[config.mk]
export PLATFORM = sky130hd
export DESIGN_NAME = zero_run_automute
export DESIGN_NICKNAME = d
export VERILOG_FILES = /design/src/rtl/zra_pkg.sv /design/src/rtl/zra_silence_det.sv /design/src/rtl/zra_run_counter.sv /design/src/rtl/zra_mute_ctrl.sv /design/src/rtl/zero_run_automute.sv
export SDC_FILE = /design/constraint.sdc
export NUM_CORES = 1
export LEC_CHECK = 0
export BUFFER_PORTS_ARGS = -buffer_cell sky130_fd_sc_hd__buf_4
export CAP_MARGIN = 20
export CORE_UTILIZATION = 39
export CTS_CLUSTER_DIAMETER = 150
export CTS_CLUSTER_SIZE = 40
export DETAILED_ROUTE_END_ITERATION = 6
export PLACE_DENSITY = 0.88
export SETUP_SLACK_MARGIN = 0.3
export SLEW_MARGIN = 20
export SYNTH_ARGS = -nofsm -noshare
export SYNTH_HDL_FRONTEND = slang
export SYNTH_HIERARCHICAL = 1
export SYNTH_SLANG_ARGS = --single-unit
[constraint.sdc]
create_clock -name clk -period 4 [get_ports clk]
set_input_delay 0.8 -clock clk [delete_from_list [all_inputs] [get_ports clk]]
set_output_delay 0.8 -clock clk [all_outputs]
set_load 0.03 [all_outputs]
[src/rtl/zra_pkg.sv]
package zra_pkg;
  localparam int MAX_W = 64;

  // A code is silent when every bit in its width matches bit 0.
  function automatic logic silent_code(input logic [MAX_W-1:0] value, input int width);
    logic same;
    same = 1'b1;
    for (int i = 1; i < MAX_W; i++) begin
      if (i < width && value[i] != value[0]) same = 1'b0;
    end
    return same;
  endfunction
endpackage

[src/rtl/zra_silence_det.sv]
module zra_silence_det #(
  parameter int NUM_CH   = 6,
  parameter int SAMPLE_W = 24
) (
  input  logic [NUM_CH*SAMPLE_W-1:0] samples,
  output logic                       all_silent
);
  import zra_pkg::*;

  logic [NUM_CH-1:0] ch_silent;

  for (genvar c = 0; c < NUM_CH; c++) begin : g_ch
    logic [MAX_W-1:0] widened;
    always_comb begin
      widened = '0;
      widened[SAMPLE_W-1:0] = samples[c*SAMPLE_W +: SAMPLE_W];
      ch_silent[c] = silent_code(widened, SAMPLE_W);
    end
  end

  assign all_silent = &ch_silent;
endmodule

[src/rtl/zra_run_counter.sv]
module zra_run_counter #(
  parameter int RUN_FRAMES = 512,
  localparam int CNT_W = $clog2(RUN_FRAMES + 1)
) (
  input  logic             clk,
  input  logic             rst_n,
  input  logic             frame_valid,
  input  logic             all_silent,
  input  logic             enable,
  output logic [CNT_W-1:0] run_cnt,
  output logic             run_full
);
  localparam logic [CNT_W-1:0] LIMIT = CNT_W'(RUN_FRAMES);

  assign run_full = (run_cnt == LIMIT);

  always_ff @(posedge clk or negedge rst_n) begin
    if (!rst_n) begin
      run_cnt <= '0;
    end else if (!enable) begin
      run_cnt <= '0;
    end else if (frame_valid) begin
      if (!all_silent) run_cnt <= '0;
      else if (!run_full) run_cnt <= run_cnt + 1'b1;
    end
  end
endmodule

[src/rtl/zra_mute_ctrl.sv]
module zra_mute_ctrl (
  input  logic clk,
  input  logic rst_n,
  input  logic frame_valid,
  input  logic enable,
  input  logic run_full,
  input  logic clk_fault,
  output logic fault_hold,
  output logic auto_mute,
  output logic mute
);
  always_ff @(posedge clk or negedge rst_n) begin
    if (!rst_n) fault_hold <= 1'b0;
    else if (clk_fault) fault_hold <= 1'b1;
    else if (frame_valid) fault_hold <= 1'b0;
  end

  assign auto_mute = enable & run_full;
  assign mute      = clk_fault | fault_hold | auto_mute;
endmodule

[src/rtl/zero_run_automute.sv]
module zero_run_automute #(
  parameter int NUM_CH     = 6,
  parameter int SAMPLE_W   = 24,
  parameter int RUN_FRAMES = 512,
  localparam int CNT_W = $clog2(RUN_FRAMES + 1)
) (
  input  logic                       clk,
  input  logic                       rst_n,
  input  logic                       frame_valid,
  input  logic [NUM_CH*SAMPLE_W-1:0] frame_samples,
  input  logic                       automute_en,
  input  logic                       clk_fault,
  output logic                       mute_out
);
  logic             all_silent;
  logic [CNT_W-1:0] run_cnt;
  logic             run_full;
  logic             fault_hold;
  logic             auto_mute;

  zra_silence_det #(.NUM_CH(NUM_CH), .SAMPLE_W(SAMPLE_W)) u_det (
    .samples    (frame_samples),
    .all_silent (all_silent)
  );

  zra_run_counter #(.RUN_FRAMES(RUN_FRAMES)) u_cnt (
    .clk         (clk),
    .rst_n       (rst_n),
    .frame_valid (frame_valid),
    .all_silent  (all_silent),
    .enable      (automute_en),
    .run_cnt     (run_cnt),
    .run_full    (run_full)
  );

  zra_mute_ctrl u_ctl (
    .clk         (clk),
    .rst_n       (rst_n),
    .frame_valid (frame_valid),
    .enable      (automute_en),
    .run_full    (run_full),
    .clk_fault   (clk_fault),
    .fault_hold  (fault_hold),
    .auto_mute   (auto_mute),
    .mute        (mute_out)
  );
endmodule

==> run_results.csv, run 1 <==
group,metric,value,unit
run_status,status,"finished clean",
critical_path,critPathLaunchType,"input pin",
yosys,synth.area.top_cells,"dfrtp_1 (19%), nand4_1 (17%), nor4_1 (12%)",
clocking,cts_sinks,11,
clocking,postCtsSetupRepairBufs,0,
clocking,clock-root-buffer,"clkbuf_8",
clocking,ctsHtreeMaxLevel,1,
critical_path,rr_endpoint,"u_cnt/run_cnt[8]$_DFFE_PN0P_",
yosys,ys_types,34,
finish,layout_commonest_cell,"buf_4",
grt,grt_max_degree,21,
grt,grt_pass1_vias,2206,
die,rows,21,
finish,fin_nets,501,
clocking,clock_path_buffers,2,
die,die_w,63.1,um
sta,fmax,335,MHz
finish,drive_gt1_share,44.1,%
critical_path,crit_arrival,3110,ps
sta,period_needed,2990,ps
die,io_pins,150,
yosys,ys_ff_latch,11,
clocking,numCtsBuffers,3,
detailed_routing,wl_per_cell,15.2,um
finish,syn2layout_area_growth,82.3,%
clocking,path_clk_slew,50,ps
finish,final_cell_mix,"buf_4 (149), nand4_1 (39), nor4_1 (29)",
sta,fin_crit_sh,74.7,%
yosys,ys_warn_count,6,
worst_hold_path,hp-class,"input pin to async pin",
sta,tightest_slew,413,ps
critical_path,reg2reg_slack,2490,ps
placement,port_buffers,149,
power_and_ir_drop,p_leak,1.15,nW
sta,finalSetupTns,0,ps
yosys,netlist_instances,201,
critical_path,ff2ff_path_depth,5,
critical_path,crit_required,4120,ps
die,core_region_area,3470,um^2
flow_run,drv_cap,0,
sta,slew_headroom,72.2,%
die,initial_core_util,42.0,%
sta,setup_viol,0,
critical_path,cp_max_fo,11,
detailed_routing,drtIter0Drc,151,
yosys,synth_edf_count,0,
sta,fin_skew,1.59,ps
finish,antenna_cells,0,
power_and_ir_drop,pwr_density_cell,146,nW/um^2
sta,rsz0062_at_grt,"false",
sta,hold_viol,0,
yosys,yosysSeqAreaShare,18.9,%
die,die-area,3990,um^2
yosys,synth-main-ff-cell,"dfrtp_1",
critical_path,critPathKind,"input pin to flop",
placement,place_ws,845,ps
detailed_routing,num_vias,2360,
clocking,clk_latency,240,ps
critical_path,r2r-start,"u_cnt/run_cnt[0]$_DFFE_PN0P_",
detailed_routing,drcViolationCount,0,
yosys,synth_nets,352,
detailed_routing,drt-pass1-iter-count,6,
placement,hpwl,5180,um
placement,routabilityCongestion,0.866,
critical_path,cp-end-kind,"flop",
yosys,postSynthAreaPerCell,7.25,um^2
grt,grt_pass1_wl,9390,um
grt,grt-ovfl-total,0,
detailed_routing,viasPerCell,5.97,
sta,setup_slack,1010,ps
sta,maxSlewViolCount,0,
yosys,async_flop_share,100,%
yosys,yosysTopAreaCellShare,18.9,%
yosys,yosys.area.top_type,"dfrtp_1",
detailed_routing,final_antenna_net_count,0,
grt,antenna_found_initial,0,
clocking,cts_hold_buf,0,
clocking,post_cts_resized,0,
yosys,synthesis.area,1460,um^2
die,dieHeight,63.1,um
power_and_ir_drop,ir_worst_vdd,0.0989,mV
clocking,cts_tree,"built",
grt,grtUsageTotal,29.7,%
detailed_routing,routed_wl,5990,um
layout make-up:
cell class | instances | area, um^2
Timing Repair Buffer | 149 | 1120
Clock buffer | 4 | 45.0
Inverter | 6 | 22.5
Fill cell | 285 | 811
Multi-Input combinational cell | 179 | 1140
Tap cell | 46 | 57.6
Sequential cell | 11 | 275
flip-flops by register name, indices dropped and copies added (netlist names):
signal            count
u_cnt/run_cnt        10
u_ctl/fault_hold      1
per-layer routing:
| layer | track usage, % | routed length (um) | part of all wire (%) | vias to the layer above |
|---|---|---|---|---|
| met2 | 56.2 | 3170 | 53 | 122 |
| met1 | 30.6 | 2100 | 35 | 1069 |
| met4 | 10.5 | 125 | 2.1 | 0 |
| met5 | 0 | 0 | 0 | - |
| li1 | - | - | - | 1153 |
| met3 | 8.33 | 589 | 9.8 | 16 |
synth_stat cells (all sizes together) (6+ instances only):
library cell / count
nand4: 39
nor3: 9
o22ai: 6
nor2: 11
dfrtp: 11
nand2: 10
inv: 6
or4: 13
a31oi: 8
nor4: 29
mux2i: 11
nand3: 12
critical path: stages:
cell and delay, ps:
buf_4 110, or4_1 510, nor4_1 200, o2111ai_1 170, nor4_1 310, and3_1 430, nand2_1 240, nor2_1 140
nand4_1 100, o311ai_0 110
metrics by stage:
step / hold WS, ps / std cells / util, % / total power, W / cell area [um^2]
finish: 385 / 395 / 76.6 / 0.000387 / 2660
global placement: 466 / 391 / 75.3 / 0.000274 / 2610
detailed placement: 474 / 391 / 75.3 / 0.000278 / 2610
global route: 380 / 395 / 76.6 / 0.000411 / 2660
CTS: 381 / 395 / 76.6 / 0.000390 / 2660
floorplan: 447 / 201 / - / 0.000139 / 1460
where the power goes:
group	switching, W	leakage, nW	internal (W)
combinational	0.0000584	0.982	0.000106
clock	0.0000404	0.0228	0.0000698
sequential	0.000000305	0.151	0.000112
total	0.0000991	1.15	0.000288
worst max path at each step:
| stage | from | endpoint | slack [ps] | depth (start not counted) |
|---|---|---|---|---|
| 3_3_place_gp | frame_samples[138] | u_cnt/run_cnt[2]$_DFFE_PN0P_ | 950 | 10 |
| 3_5_place_dp | frame_samples[72] | u_cnt/run_cnt[2]$_DFFE_PN0P_ | 850 | 10 |
| 2_1_floorplan | frame_samples[138] | u_cnt/run_cnt[8]$_DFFE_PN0P_ | 1220 | 9 |
| 6_report | frame_samples[138] | u_cnt/run_cnt[2]$_DFFE_PN0P_ | 1010 | 10 |
| 5_1_grt | frame_samples[72] | u_cnt/run_cnt[2]$_DFFE_PN0P_ | 760 | 10 |
| 4_1_cts | frame_samples[72] | u_cnt/run_cnt[2]$_DFFE_PN0P_ | 1090 | 10 |
cells by family after synthesis:
family          count (synthesis)  share of synthesized area (%)
simple gates                  140                           56.4
compound gates                 25                           11.7
mux                            12                           8.33
buf+inv                        11                           3.00
flops                          11                           18.9
fa+ha+maj                       2                           1.72
No activity file was read; power rests on OpenSTA's default activity.
==> run 2: changes to the inputs <==
CORE_UTILIZATION = 32   (was 39)
PLACE_DENSITY = 0.77   (was 0.88)
clock period = 2.5 ns   (was 4 ns; I/O delays follow)
==> run_results.csv, run 2 (synthesized netlist as in run 1, its figures left out) <==
group,metric,value,unit
sta,rsz0062_at_grt,"true",
finish,largest_reg_flops,10,
sta,period_needed,2360,ps
clocking,clk_latency,240,ps
clocking,clock-root-buffer,"clkbuf_8",
die,die_w,69.5,um
run_status,status,"finished clean",
clocking,path_clk_slew,50,ps
sta,fin_skew,2.63,ps
detailed_routing,final_antenna_net_count,0,
finish,top_regs,"u_cnt/run_cnt (10), u_ctl/fault_hold (1)",
detailed_routing,drtIter0Drc,130,
power_and_ir_drop,combPwrFrac,42.8,%
die,rows,24,
clocking,numCtsBuffers,3,
finish,syn2layout_area_growth,96.3,%
clocking,cts_tree,"built",
finish,fin_nets,512,
finish,antenna_cells,0,
clocking,clock_path_buffers,2,
sta,setup_viol,0,
finish,final_cell_mix,"buf_4 (154), nand4_1 (39), nor4_1 (25)",
detailed_routing,wl_per_cell,14.7,um
detailed_routing,viasPerCell,5.73,
detailed_routing,drt-pass1-iter-count,4,
die,initial_core_util,33.5,%
sta,hold_viol,0,
critical_path,r2r-start,"u_cnt/run_cnt[2]$_DFFE_PN0P_",
critical_path,crit_required,2650,ps
critical_path,rr_endpoint,"u_cnt/run_cnt[1]$_DFFE_PN0P_",
critical_path,critPathKind,"input pin to flop",
die,io_pins,150,
sta,fin_crit_sh,94.4,%
critical_path,cp_max_fo,5,
placement,place_inst,405,
die,die-area,4830,um^2
power_and_ir_drop,p_int,0.000466,W
placement,hpwl,5060,um
sta,whs,87.9,ps
grt,antenna_found_initial,0,
finish,regMostFlops,"u_cnt/run_cnt",
placement,port_buffers,149,
finish,layout_commonest_cell,"buf_4",
sta,tightest_slew,361,ps
power_and_ir_drop,pwr-share-clk,28.6,%
worst_hold_path,hp-class,"input pin to async pin",
power_and_ir_drop,pwr_density_cell,220,nW/um^2
power_and_ir_drop,sw_frac_of_total,26.2,%
finish,fin_area,2860,um^2
clocking,cts_hold_buf,0,
die,core_region_area,4350,um^2
finish,finalCoreUtilization,65.7,%
grt,grt_pass1_wl,9410,um
placement,routabilityCongestion,0.779,
detailed_routing,drcViolationCount,0,
grt,grt_pass1_vias,2174,
power_and_ir_drop,power_frac_seq,28.5,%
sta,fmax,424,MHz
power_and_ir_drop,ir_worst_vdd,0.126,mV
critical_path,crit_arrival,2510,ps
critical_path,cp-end-kind,"flop",
clocking,cts_sinks,11,
finish,drive_gt1_share,50.3,%
finish,stdcell_count,412,
die,dieHeight,69.5,um
power_and_ir_drop,p_leak,1.24,nW
grt,grt_max_degree,21,
critical_path,critPathLaunchType,"input pin",
power_and_ir_drop,p_switching,0.000165,W
detailed_routing,routed_wl,6050,um
flow_run,drv_cap,0,
placement,dpl-instance-area,2680,um^2
finish,fillers,380,
grt,grt-ovfl-total,0,
clocking,ctsHtreeMaxLevel,1,
detailed_routing,num_vias,2361,
sta,maxSlewViolCount,0,
grt,grtUsageTotal,23.6,%
sta,slew_headroom,75.7,%
critical_path,reg2reg_slack,830,ps
critical_path,ff2ff_path_depth,5,
run 2: cell count changes in the layout (fill, tap and decap cells not counted), moves of 2 or more:
cell,before,now
buf_6,0,6
buf_4,149,154
nor4_1,29,25
nor4_2,0,3
a21oi_1,2,0
a21oi_2,0,2
run 2: layout make-up:
| cell class | count | area, um^2 | share of cell area, % |
|---|---|---|---|
| Tap cell | 52 | 65.1 | 2.27 |
| Sequential cell | 11 | 275 | 9.62 |
| Multi-Input combinational cell | 179 | 1230 | 43.0 |
| Inverter | 6 | 22.5 | 0.787 |
| Clock buffer | 4 | 45.0 | 1.57 |
| Timing Repair Buffer | 160 | 1220 | 42.8 |
run 2: per-layer routing:
layer  track usage, %  vias up  wire (um)
met3             5.81       14        451
li1                 -     1177          -
met1             27.1     1066       2250
met2             42.2      104       3210
met5                0        -          0
met4             7.94        0        139
run 2: through the flow:
step                      worst slack [ps]  power (W)  setup TNS [ps]
after floorplan                        152   0.000223               0
after global placement               -57.0   0.000439            -276
after detailed placement              -208   0.000445           -1310
after CTS                              179   0.000632               0
after global routing                  86.7   0.000673               0
final                                  139   0.000631               0
run 2: critical path: stages:
cell and delay [ps]:
buf_6 90, or4_4 530, nor4_4 230, o2111ai_2 170, nor4_2 290, and3_4 290
buf_6 110, nand4b_1 90, o221ai_1 200
run 2: power by group through the flow:
stage	Clock, W	Sequential (W)	Combinational (W)
3_3_place_gp	0	0.000183	0.000256
4_1_cts	0.000188	0.000180	0.000265
3_5_place_dp	0	0.000183	0.000262
6_report	0.000180	0.000180	0.000270
2_1_floorplan	0	0.000183	0.0000399
5_1_grt	0.000199	0.000180	0.000294
run 2: worst max-delay path by stage:
stage | start | endpoint | cells past startpoint
after floorplan | frame_samples[138] | u_cnt/run_cnt[8]$_DFFE_PN0P_ | 9
after global placement | frame_samples[16] | u_cnt/run_cnt[2]$_DFFE_PN0P_ | 11
after detailed placement | frame_samples[136] | u_cnt/run_cnt[2]$_DFFE_PN0P_ | 8
after CTS | frame_samples[138] | u_cnt/run_cnt[7]$_DFFE_PN0P_ | 9
after global routing | frame_samples[138] | u_cnt/run_cnt[7]$_DFFE_PN0P_ | 9
final | frame_samples[138] | u_cnt/run_cnt[7]$_DFFE_PN0P_ | 9
run 2: what timing repair did:
| action | 4_1_cts | 5_1_grt |
|---|---|---|
| setup endpoints to repair | 11 | 11 |
| gates resized for setup | 9 | 17 |
| hold endpoints to repair | 0 | 0 |
| cloned | 0 | 0 |
| pin swaps | 1 | 15 |
| setup buffers | 1 | 2 |
==> run 3: changes to the inputs <==
ABC_AREA = 1   (was unset)
CORE_UTILIZATION = 38   (was 32)
PLACE_DENSITY = 0.79   (was 0.77)
==> run_results.csv, run 3 <==
group,metric,value,unit
sta,setup_viol,0,
critical_path,cp_slowest_cell,"dfrtp_1",
clocking,path_clk_slew,50,ps
grt,grt-ovfl-total,0,
power_and_ir_drop,pwr-share-clk,26.8,%
critical_path,cp_max_fo,8,
grt,antenna_found_initial,0,
clocking,cts_sinks,11,
critical_path,rr_endpoint,"u_cnt/run_cnt[8]$_DFFE_PN0P_",
critical_path,ff2ff_path_depth,9,
power_and_ir_drop,p_int,0.000483,W
yosys,ys_warn_count,6,
power_and_ir_drop,sw_frac_of_total,29.0,%
yosys,synth_nets,576,
grt,grt_max_degree,15,
critical_path,cp-end-kind,"output pin",
placement,hpwl,6130,um
grt,grtUsageTotal,25.6,%
sta,rsz0062_at_grt,"false",
grt,grt_pass1_vias,2727,
power_and_ir_drop,pwr_density_cell,209,nW/um^2
power_and_ir_drop,combPwrFrac,46.7,%
critical_path,r2r-start,"u_cnt/run_cnt[0]$_DFFE_PN0P_",
detailed_routing,drt-pass1-iter-count,4,
finish,top_regs,"u_cnt/run_cnt (10), u_ctl/fault_hold (1)",
sta,tightest_slew,244,ps
critical_path,crit_arrival,1560,ps
die,core_region_area,5110,um^2
yosys,synthesis.area,2030,um^2
yosys,netlist_instances,425,
die,dieHeight,75.0,um
power_and_ir_drop,power_frac_seq,26.5,%
critical_path,reg2reg_slack,990,ps
critical_path,critPathLaunchType,"flop",
detailed_routing,num_vias,2978,
sta,fin_crit_sh,82.6,%
placement,port_buffers,149,
die,rows,26,
worst_hold_path,hp-class,"input pin to async pin",
sta,maxSlewViolCount,0,
power_and_ir_drop,ir_worst_vdd,0.163,mV
yosys,postSynthAreaPerCell,4.77,um^2
grt,grt_pass1_wl,11100,um
finish,final_cell_mix,"nand2_1 (178), buf_4 (150), nor2_1 (124)",
sta,slew_headroom,83.7,%
detailed_routing,final_antenna_net_count,0,
die,io_pins,150,
flow_run,drv_cap,0,
clocking,clk_latency,240,ps
finish,largest_reg_flops,10,
sta,fin_skew,0.440,ps
sta,fmax,484,MHz
sta,hold_viol,0,
die,die-area,5630,um^2
critical_path,crit_required,2000,ps
clocking,postCtsSetupRepairBufs,0,
placement,routabilityCongestion,0.944,
die,initial_core_util,39.7,%
power_and_ir_drop,p_total,0.000679,W
critical_path,crit_path_cell_trace,"inv_2 > ha_1 > nand2_1 > nor2_2 > nand2_1 > inv_1 > nand2_1 > nand2_1 > buf_4",
finish,antenna_cells,0,
detailed_routing,viasPerCell,4.62,
run_status,status,"finished clean",
power_and_ir_drop,p_leak,1.72,nW
detailed_routing,drtIter0Drc,96,
detailed_routing,drcViolationCount,0,
sta,period_needed,2060,ps
critical_path,crit_top_cell,"nand2_1",
detailed_routing,wl_per_cell,10.7,um
critical_path,critPathKind,"flop to output pin",
detailed_routing,routed_wl,6870,um
finish,drive_gt1_share,30.0,%
clocking,clock_path_buffers,2,
finish,syn2layout_area_growth,60.2,%
clocking,numCtsBuffers,3,
critical_path,slowest_delay,460,ps
finish,regMostFlops,"u_cnt/run_cnt",
finish,fin_nets,726,
clocking,cts_tree,"built",
clocking,clock-root-buffer,"clkbuf_8",
die,die_w,75.0,um
finish,layout_commonest_cell,"nand2_1",
power_and_ir_drop,p_switching,0.000197,W
clocking,ctsHtreeMaxLevel,1,
sta,finalSetupTns,0,ps
-- run 3: what timing repair did --
action,CTS,global route
hold buffers,0,0
resized for setup,0,1
setup endpoints to repair,0,1
-- run 3: routing by layer --
layer / GRT usage [%] / share of wire (%) / up-vias
met1: 28.4 / 37 / 1217
met3: 7.23 / 9.6 / 26
met5: 0 / 0 / -
met4: 11.7 / 4.3 / 0
met2: 45.2 / 49 / 131
li1: - / - / 1604
-- run 3: cell type report --
type,count,area [um^2]
clock buffers,4,45.0
multi-input cells,378,1600
inverters,31,116
repair buffers,150,1130
fillers,512,1860
well taps,70,87.6
flip-flops and latches,11,275
-- run 3: worst max-delay path, delay by kind of cell, from the launching register on --
family | cells | cell delay (ps)
adder cells (fa/ha/maj) | 1 | 140
buffers and inverters | 3 | 320
flip-flops | 1 | 460
AND/OR/NAND/NOR | 5 | 410
-- run 3: how the worst max path moves through the flow --
stage / start / to
after global routing: u_cnt/run_cnt[0]$_DFFE_PN0P_ / mute_out
after floorplan: frame_samples[96] / u_cnt/run_cnt[2]$_DFFE_PN0P_
after CTS: u_cnt/run_cnt[0]$_DFFE_PN0P_ / mute_out
after detailed placement: frame_samples[96] / u_cnt/run_cnt[8]$_DFFE_PN0P_
after global placement: frame_samples[96] / u_cnt/run_cnt[8]$_DFFE_PN0P_
final: u_cnt/run_cnt[0]$_DFFE_PN0P_ / mute_out
-- run 3: through the flow --
stage / cell area (um^2) / hold WS, ps / utilization [%] / instances / setup WS (ps)
2_1_floorplan: 2030 / 204 / - / 425 / 474
3_3_place_gp: 3200 / 343 / 62.6 / 640 / 404
3_5_place_dp: 3200 / 346 / 62.6 / 640 / 345
4_1_cts: 3240 / 84.4 / 63.5 / 644 / 392
5_1_grt: 3250 / 90.3 / 63.5 / 644 / 321
6_report: 3250 / 83.7 / 63.5 / 644 / 435
-- run 3: power by group through the flow --
stage | Clock (W) | Sequential [W] | Combinational (W)
2_1_floorplan | 0 | 0.000183 | 0.0000978
3_3_place_gp | 0 | 0.000183 | 0.000310
3_5_place_dp | 0 | 0.000183 | 0.000317
4_1_cts | 0.000187 | 0.000180 | 0.000318
5_1_grt | 0.000194 | 0.000180 | 0.000356
6_report | 0.000182 | 0.000180 | 0.000318
